$ cat src/rtl/slice_reasm_pkg.sv
package slice_reasm_pkg;

    typedef enum logic [0:0] {
        ST_RECV = 1'b0,
        ST_JUMP = 1'b1
    } rsm_state_e;

    // Jump condition: designated high bit set, designated low bit clear.
    function automatic logic jump_cond(input logic [1:0] op);
        return op[1] & ~op[0];
    endfunction

endpackage

$ cat src/rtl/rsm_ctrl.sv
module rsm_ctrl
    import slice_reasm_pkg::*;
#(
    parameter int NUM_SLICES = 4,
    parameter int ADDR_W     = $clog2(NUM_SLICES)
) (
    input  logic              clk,
    input  logic              rst,
    input  logic              in_valid,
    input  logic [ADDR_W-1:0] in_addr,
    input  logic [1:0]        in_op,
    input  logic              out_stall,
    output logic              in_stall,
    output logic              out_valid,
    output logic              accept,
    output logic              drain,
    output logic              upd_en,
    output logic              jump_st
);
    localparam logic [ADDR_W-1:0] LAST_ADDR = ADDR_W'(NUM_SLICES - 1);

    rsm_state_e state_q, state_d;
    logic       vld_q;
    logic       close_pkt;

    always_comb begin
        accept    = in_valid && !vld_q;
        drain     = vld_q && !out_stall;
        close_pkt = accept && ((in_addr == LAST_ADDR) || jump_cond(in_op));
        state_d   = state_q;
        unique case (state_q)
            ST_RECV: if (accept && jump_cond(in_op)) state_d = ST_JUMP;
            ST_JUMP: if (!out_stall)                 state_d = ST_RECV;
            default:                                 state_d = ST_RECV;
        endcase
    end

    // State register
    always_ff @(posedge clk) begin
        if (rst) state_q <= ST_RECV;
        else     state_q <= state_d;
    end

    // Completion flag / output valid
    always_ff @(posedge clk) begin
        if (rst)            vld_q <= 1'b0;
        else if (drain)     vld_q <= 1'b0;
        else if (close_pkt) vld_q <= 1'b1;
    end

    // Outputs
    always_comb begin
        in_stall  = vld_q;
        out_valid = vld_q;
        jump_st   = (state_q == ST_JUMP);
        upd_en    = (state_q == ST_RECV) && (accept || drain);
    end

    a_r4_jump_enter: assert property (@(posedge clk) disable iff (rst)
        (state_q == ST_RECV && accept && jump_cond(in_op)) |=> (state_q == ST_JUMP && vld_q));

    a_r5_jump_hold: assert property (@(posedge clk) disable iff (rst)
        (state_q == ST_JUMP && out_stall) |=> (state_q == ST_JUMP));

    a_r3_last_done: assert property (@(posedge clk) disable iff (rst)
        (accept && in_addr == LAST_ADDR && !jump_cond(in_op)) |=> (vld_q && state_q == ST_RECV));

    a_r8_no_upd_in_jump: assert property (@(posedge clk) disable iff (rst)
        (state_q == ST_JUMP) |-> !upd_en);

endmodule

$ cat src/rtl/rsm_slot_array.sv
module rsm_slot_array #(
    parameter int SLICE_W    = 8,
    parameter int NUM_SLICES = 4,
    parameter int ADDR_W     = $clog2(NUM_SLICES)
) (
    input  logic                          clk,
    input  logic                          rst,
    input  logic                          wr,
    input  logic                          clr,
    input  logic [ADDR_W-1:0]             addr,
    input  logic [SLICE_W-1:0]            data,
    output logic [SLICE_W*NUM_SLICES-1:0] wide,
    output logic [NUM_SLICES-1:0]         mask
);
    for (genvar i = 0; i < NUM_SLICES; i++) begin : g_lane
        logic lane_sel;
        assign lane_sel = wr && (addr == ADDR_W'(i));

        always_ff @(posedge clk) begin
            if (rst || clr) begin
                wide[i*SLICE_W +: SLICE_W] <= '0;
                mask[i]                    <= 1'b0;
            end else if (lane_sel) begin
                wide[i*SLICE_W +: SLICE_W] <= data;
                mask[i]                    <= 1'b1;
            end
        end
    end

    a_r2_lane_written: assert property (@(posedge clk) disable iff (rst)
        (wr && !clr) |=> (mask[$past(addr)] && wide[$past(addr)*SLICE_W +: SLICE_W] == $past(data)));

    a_r7_cleared: assert property (@(posedge clk) disable iff (rst)
        clr |=> (mask == '0 && wide == '0));

endmodule

$ cat src/rtl/slice_reassembler.sv
module slice_reassembler
    import slice_reasm_pkg::*;
#(
    parameter int SLICE_W    = 8,
    parameter int NUM_SLICES = 4,
    parameter int ADDR_W     = $clog2(NUM_SLICES)
) (
    input  logic                          clk,
    input  logic                          rst,
    input  logic                          in_valid,
    output logic                          in_stall,
    input  logic [ADDR_W-1:0]             in_addr,
    input  logic [1:0]                    in_op,
    input  logic [SLICE_W-1:0]            in_data,
    output logic                          out_valid,
    input  logic                          out_stall,
    output logic [SLICE_W*NUM_SLICES-1:0] out_data,
    output logic [NUM_SLICES-1:0]         out_mask,
    output logic                          out_jump,
    output logic                          upd_en
);
    logic accept;
    logic drain;

    rsm_ctrl #(
        .NUM_SLICES(NUM_SLICES),
        .ADDR_W    (ADDR_W)
    ) u_ctrl (
        .clk      (clk),
        .rst      (rst),
        .in_valid (in_valid),
        .in_addr  (in_addr),
        .in_op    (in_op),
        .out_stall(out_stall),
        .in_stall (in_stall),
        .out_valid(out_valid),
        .accept   (accept),
        .drain    (drain),
        .upd_en   (upd_en),
        .jump_st  (out_jump)
    );

    rsm_slot_array #(
        .SLICE_W   (SLICE_W),
        .NUM_SLICES(NUM_SLICES),
        .ADDR_W    (ADDR_W)
    ) u_slots (
        .clk (clk),
        .rst (rst),
        .wr  (accept),
        .clr (drain),
        .addr(in_addr),
        .data(in_data),
        .wide(out_data),
        .mask(out_mask)
    );

    a_r6_hold_stalled: assert property (@(posedge clk) disable iff (rst)
        (out_valid && out_stall) |=> (out_valid && $stable(out_data) && $stable(out_mask) && $stable(out_jump)));

    a_r5_jump_exit: assert property (@(posedge clk) disable iff (rst)
        (out_jump && !out_stall) |=> (!out_jump && !out_valid));

    a_r9_ignored_when_stalled: assert property (@(posedge clk) disable iff (rst)
        (in_valid && in_stall && out_stall) |=> ($stable(out_mask) && $stable(out_data)));

    a_r7_consumed: assert property (@(posedge clk) disable iff (rst)
        (out_valid && !out_stall) |=> (!out_valid && out_mask == '0));

endmodule

$ cat config.mk
export PLATFORM = sky130hd
export DESIGN_NAME = slice_reassembler
export DESIGN_NICKNAME = d
export VERILOG_FILES = /design/src/rtl/slice_reasm_pkg.sv /design/src/rtl/rsm_ctrl.sv /design/src/rtl/rsm_slot_array.sv /design/src/rtl/slice_reassembler.sv
export SDC_FILE = /design/constraint.sdc
export NUM_CORES = 1
export LEC_CHECK = 0
export ABC_AREA = 1
export BUFFER_PORTS_ARGS = -buffer_cell sky130_fd_sc_hd__buf_2
export CAP_MARGIN = 20
export CORE_UTILIZATION = 35
export CTS_CLUSTER_SIZE = 12
export DETAILED_ROUTE_END_ITERATION = 16
export GPL_TIMING_DRIVEN = 1
export PLACE_DENSITY = 0.64
export SETUP_SLACK_MARGIN = 0.1
export SYNTH_ARGS = -nofsm -noshare
export SYNTH_HDL_FRONTEND = slang
export SYNTH_SLANG_ARGS = --single-unit
export TNS_END_PERCENT = 100
$ cat constraint.sdc
create_clock -name clk -period 2.18 [get_ports clk]
set_clock_uncertainty 0.1 [all_clocks]
set_input_delay 0.436 -clock clk [delete_from_list [all_inputs] [get_ports clk]]
set_output_delay 0.436 -clock clk [all_outputs]
set_load 0.01 [all_outputs]
==> results of run 1 <==
-- how the worst max path moves through the flow --
stage                          startpoint         endpoint  cells past startpoint
after floorplan           u_ctrl.in_stall           upd_en                      2
after global placement          out_stall           upd_en                      5
after detailed placement       in_addr[0]  u_slots.wide[4]                      5
after CTS                 u_ctrl.in_stall           upd_en                      4
after global routing      u_ctrl.in_stall           upd_en                      4
final                     u_ctrl.in_stall           upd_en                      4
-- sequential cells by signal (all words and copies together) (netlist names) --
signal / count
u_slots.wide: 32
u_slots.mask: 4
u_ctrl.in_stall: 1
u_ctrl.jump_st: 1
-- metal layers --
layer	vias to the layer above	track usage
li1	800	-
met1	654	0.222
met2	49	0.258
met3	9	0.0581
met4	0	0.0839
met5	-	0
-- cell type report --
type,count,area [um^2]
Fill cell,481,2400
Sequential cell,38,761
Multi-Input combinational cell,157,706
Timing Repair Buffer,58,298
Clock buffer,6,82.6
Tap cell,52,65.1
Inverter,16,60.1
Clock inverter,2,12.5
-- cell usage after synthesis --
cell type,n
nor2_1,64
nand3_1,32
inv_2,2
nor2_4,4
buf_4,8
a21oi_4,1
inv_1,14
dfxtp_1,38
o21a_1,1
nor2_2,3
buf_6,1
nand2_1,39
nand2_4,1
a21oi_1,12
-- cell families after synthesis --
| family | count (synthesis) | synth area share |
|---|---|---|
| flip-flops | 38 | 0.476 |
| buffers and inverters | 25 | 0.0822 |
| AO/OA/AOI/OAI | 14 | 0.0525 |
| AND/OR/NAND/NOR | 143 | 0.389 |
-- worst max-delay path, delay by kind of cell, from the launching register on --
family / cells / cell delay [ps]
AO/OA/AOI/OAI: 1 / 80
AND/OR/NAND/NOR: 1 / 130
buffers and inverters: 2 / 240
flip-flops: 1 / 520
-- per-stage QoR --
step	worst slack (ps)	instance area, um^2	cells	total power, uW	hold WS (ps)
2_1_floorplan	796	1600	220	937	403
3_5_place_dp	630	1890	321	1010	361
6_report	391	1980	329	1490	351
4_1_cts	380	1980	329	1520	343
3_3_place_gp	665	1890	321	1010	350
5_1_grt	329	1980	329	1590	354
-- power by group --
group / internal, uW / total, uW / switching [uW]
clock: 254 / 497 / 243
combinational: 90.6 / 243 / 153
sequential: 732 / 754 / 21.6
==> results.json, run 1 <==
{
  "layout.nets": 292,
  "cts_buffers": 5,
  "cellLeakagePower_uw": 0.00100,
  "rrSetupSlack_ps": 840,
  "cts_resized": 0,
  "hold_class": "primary input to register",
  "h-tree-depth": 2,
  "ys_types": 14,
  "dr.first_iter.drc_count": 102,
  "die_x_um": 69.6,
  "synth_top_area_frac": 0.476,
  "max_freq_ghz": 0.559,
  "clock_sinks": 38,
  "grt_pass1_wl_um": 6440,
  "syn_to_final_growth_pct": 24.2,
  "cp.arrival_ps": 1250,
  "drt_wl_total_um": 3830,
  "layout-drive-gt1-share": 0.278,
  "routed-wl-met3_um": 310,
  "io_buffers": 55,
  "r2r_start": "u_ctrl.in_stall",
  "max_cap_violations": 0,
  "fp.dieH_um": 69.6,
  "maxSlewViolCount": 0,
  "crit_type": "register to output pin",
  "dp_hpwl_um": 2690,
  "min_delay_path_depth": 3,
  "cp_max_fo": 6,
  "initial_core_util": 0.364,
  "fp.dieArea_um2": 4840,
  "fin_crit_sh": 0.821,
  "grt_use_total": 0.173,
  "wl_met2_um": 1690,
  "final_core_util": 0.453,
  "cts-hold-fix-buffers": 0,
  "syn_area_um2": 1600,
  "power_density_nw_per_um2": 753,
  "cts_root_buf": "clkbuf_8",
  "ys_seq_area_frac": 0.476,
  "layout_common_cells": "nor2_1 (64), buf_2 (55), nand2_1 (39)",
  "critPathRequiredTime_ps": 1640,
  "rsz0062_at_grt": "false",
  "core_um2": 4380,
  "cp-end-kind": "output pin",
  "cts_buffer_depth": 2,
  "worstPathCellList": "inv_2, nand2_4, a21oi_1, buf_2",
  "ir_worst_vdd_v": 0.000334,
  "slowest_delay_ps": 520,
  "grt_pass1_vias": 1404,
  "post_drt_wl_per_cell_um": 11.6,
  "ant_nets": 0,
  "cp_slowest_cell": "dfxtp_1",
  "hold_viol": 0,
  "post-cts-setup-buffers": 0,
  "tightestPinTransition_ps": 633,
  "drt-met1-wl_um": 1730,
  "avgViaCountPerCell": 4.60,
  "firstDrtPassIters": 4,
  "insertion_delay_ps": 290,
  "n_antenna_cell": 0,
  "syn_avg_cell_area_um2": 7.26,
  "status": "completed",
  "cts_tree": "built",
  "vias": 1512,
  "startpoint_type": "register",
  "r2r_end": "u_slots.wide[11]",
  "min_from": "rst",
  "gp_congestion": 0.784,
  "antenna_found_initial": 0,
  "grt.overflow.total": 0,
  "slew_headroom": 0.577,
  "floorplan.rows": 24,
  "min_period_ps": 1790,
  "synth_cells": 220,
  "setup-tns-final_ps": 0,
  "yosys-top-cells-area": "dfxtp_1 (48%), nor2_1 (15%), nand3_1 (10%), nand2_1 (9.2%), a21oi_1 (3.8%)",
  "num_io_pins": 56,
  "hold_end": "u_ctrl.jump_st",
  "final_common_cell": "nor2_1",
  "cts.clk_slew.worst_paths_ps": 70,
  "ys_warn_count": 0,
  "synth_nets": 236,
  "ff2ff_path_depth": 5,
  "remaining_drc_errors": 0,
  "top_layer": "met4",
  "grt_max_degree": 43,
  "setup_violations": 0,
  "ys_ff_latch": 38,
  "yosysTopAreaCell": "dfxtp_1"
}
Note: power is estimated with default switching activity, not from simulation.
==> inputs of run 2 (changes only) <==
==> constraint.sdc (replaced) <==
create_clock -name clk -period 1.8 [get_ports clk]
set_clock_uncertainty 0.1 [all_clocks]
set_input_delay 0.36 -clock clk [delete_from_list [all_inputs] [get_ports clk]]
set_output_delay 0.36 -clock clk [all_outputs]
set_load 0.01 [all_outputs]
==> results.json, run 2 (synthesis gave the netlist of run 1 again) <==
{
  "status": "completed",
  "nFillCells": 467,
  "grt_use_total": 0.163,
  "hold_class": "primary input to register",
  "h-tree-depth": 2,
  "cellLeakagePower_uw": 0.00101,
  "clock_sinks": 38,
  "rrSetupSlack_ps": 620,
  "final_core_util": 0.458,
  "firstDrtPassIters": 4,
  "cts-hold-fix-buffers": 0,
  "post_drt_wl_per_cell_um": 11.9,
  "setup_violations": 0,
  "power_density_nw_per_um2": 905,
  "die_x_um": 69.6,
  "grt_max_degree": 43,
  "max_cap_violations": 0,
  "maxSlewViolCount": 0,
  "grt_pass1_wl_um": 6180,
  "gp_congestion": 0.761,
  "drt_wl_total_um": 3920,
  "num_io_pins": 56,
  "grt_pass1_vias": 1324,
  "dp_hpwl_um": 2700,
  "busiest_layer": "met2",
  "cp-end-kind": "output pin",
  "crit_type": "register to output pin",
  "cts.clk_slew.worst_paths_ps": 70,
  "fin_crit_sh": 0.868,
  "core_um2": 4380,
  "largestRegisters": "u_slots.wide x32, u_slots.mask x4",
  "use_met2": 0.270,
  "startpoint_type": "register",
  "post-cts-setup-buffers": 0,
  "layout_common_cells": "nor2_1 (64), buf_2 (55), nand2_1 (39)",
  "ant_nets": 0,
  "slew_headroom": 0.779,
  "cts_buffers": 5,
  "setup-tns-final_ps": 0,
  "cts_resized": 0,
  "grt_util_met1": 0.203,
  "rsz0062_at_grt": "false",
  "floorplan.rows": 24,
  "cts_buffer_depth": 2,
  "largest_reg_flops": 32,
  "antenna_found_initial": 0,
  "tightestPinTransition_ps": 331,
  "layout.nets": 292,
  "min_from": "rst",
  "remaining_drc_errors": 0,
  "hold_viol": 0,
  "grt_util_met3": 0.0436,
  "fp.dieArea_um2": 4840,
  "cts_root_buf": "clkbuf_8",
  "regMostFlops": "u_slots.wide",
  "insertion_delay_ps": 280,
  "cts_tree": "built",
  "ir_worst_vdd_v": 0.000577,
  "layout-drive-gt1-share": 0.278,
  "syn_to_final_growth_pct": 25.6,
  "dr.first_iter.drc_count": 122,
  "initial_core_util": 0.364,
  "crit_start": "u_ctrl.in_stall",
  "max_freq_ghz": 0.640,
  "io_buffers": 55,
  "n_antenna_cell": 0,
  "avgViaCountPerCell": 4.56,
  "final_common_cell": "nor2_1",
  "cp.arrival_ps": 1100,
  "cp_max_fo": 6,
  "vias": 1499,
  "critPathRequiredTime_ps": 1340,
  "min_period_ps": 1560,
  "r2r_start": "u_ctrl.in_stall",
  "fp.dieH_um": 69.6,
  "grt.overflow.total": 0
}
run 2: layout make-up:
class | instances | area [um^2] | share of cell area
clock buffer | 7 | 86.3 | 0.0430
multi-input combinational | 157 | 706 | 0.352
inverter | 16 | 60.1 | 0.0299
sequential | 38 | 762 | 0.380
tap | 52 | 65.1 | 0.0324
clock inverter | 1 | 5.00 | 0.00249
timing repair buffer | 58 | 323 | 0.161
run 2: critical path, cell delays in order, from the launching register on:
cell	delay [ps]
dfxtp_2	420
inv_2	70
nand2_4	120
a21oi_1	70
buf_2	140
run 2: stage by stage:
step	std cells	setup slack [ps]	total power, uW	hold slack (ps)	cell area, um^2
2_1_floorplan	220	492	1130	403	1600
3_3_place_gp	321	448	1230	350	1910
3_5_place_dp	321	430	1240	360	1910
4_1_cts	329	114	1840	263	2010
5_1_grt	329	159	1910	268	2010
6_report	329	238	1820	265	2010
run 2: final timing paths:
path,end,cells after the start
worst min-delay path,u_ctrl.jump_st,3
worst max-delay path,upd_en,4
worst max register to register,u_ctrl.in_stall,4
worst min register to register,u_slots.mask[1],2
run 2: metal layers:
metal / up-vias / part of all wire
li1: 795 / -
met5: - / 0
met1: 653 / 0.44
met4: 0 / 0.011
met3: 6 / 0.071
met2: 45 / 0.48
run 2: power breakdown:
part	internal [uW]	total [uW]	switching, uW
logic	118	305	187
registers	887	914	26.6
clock network	309	598	289
total	1310	1820	502
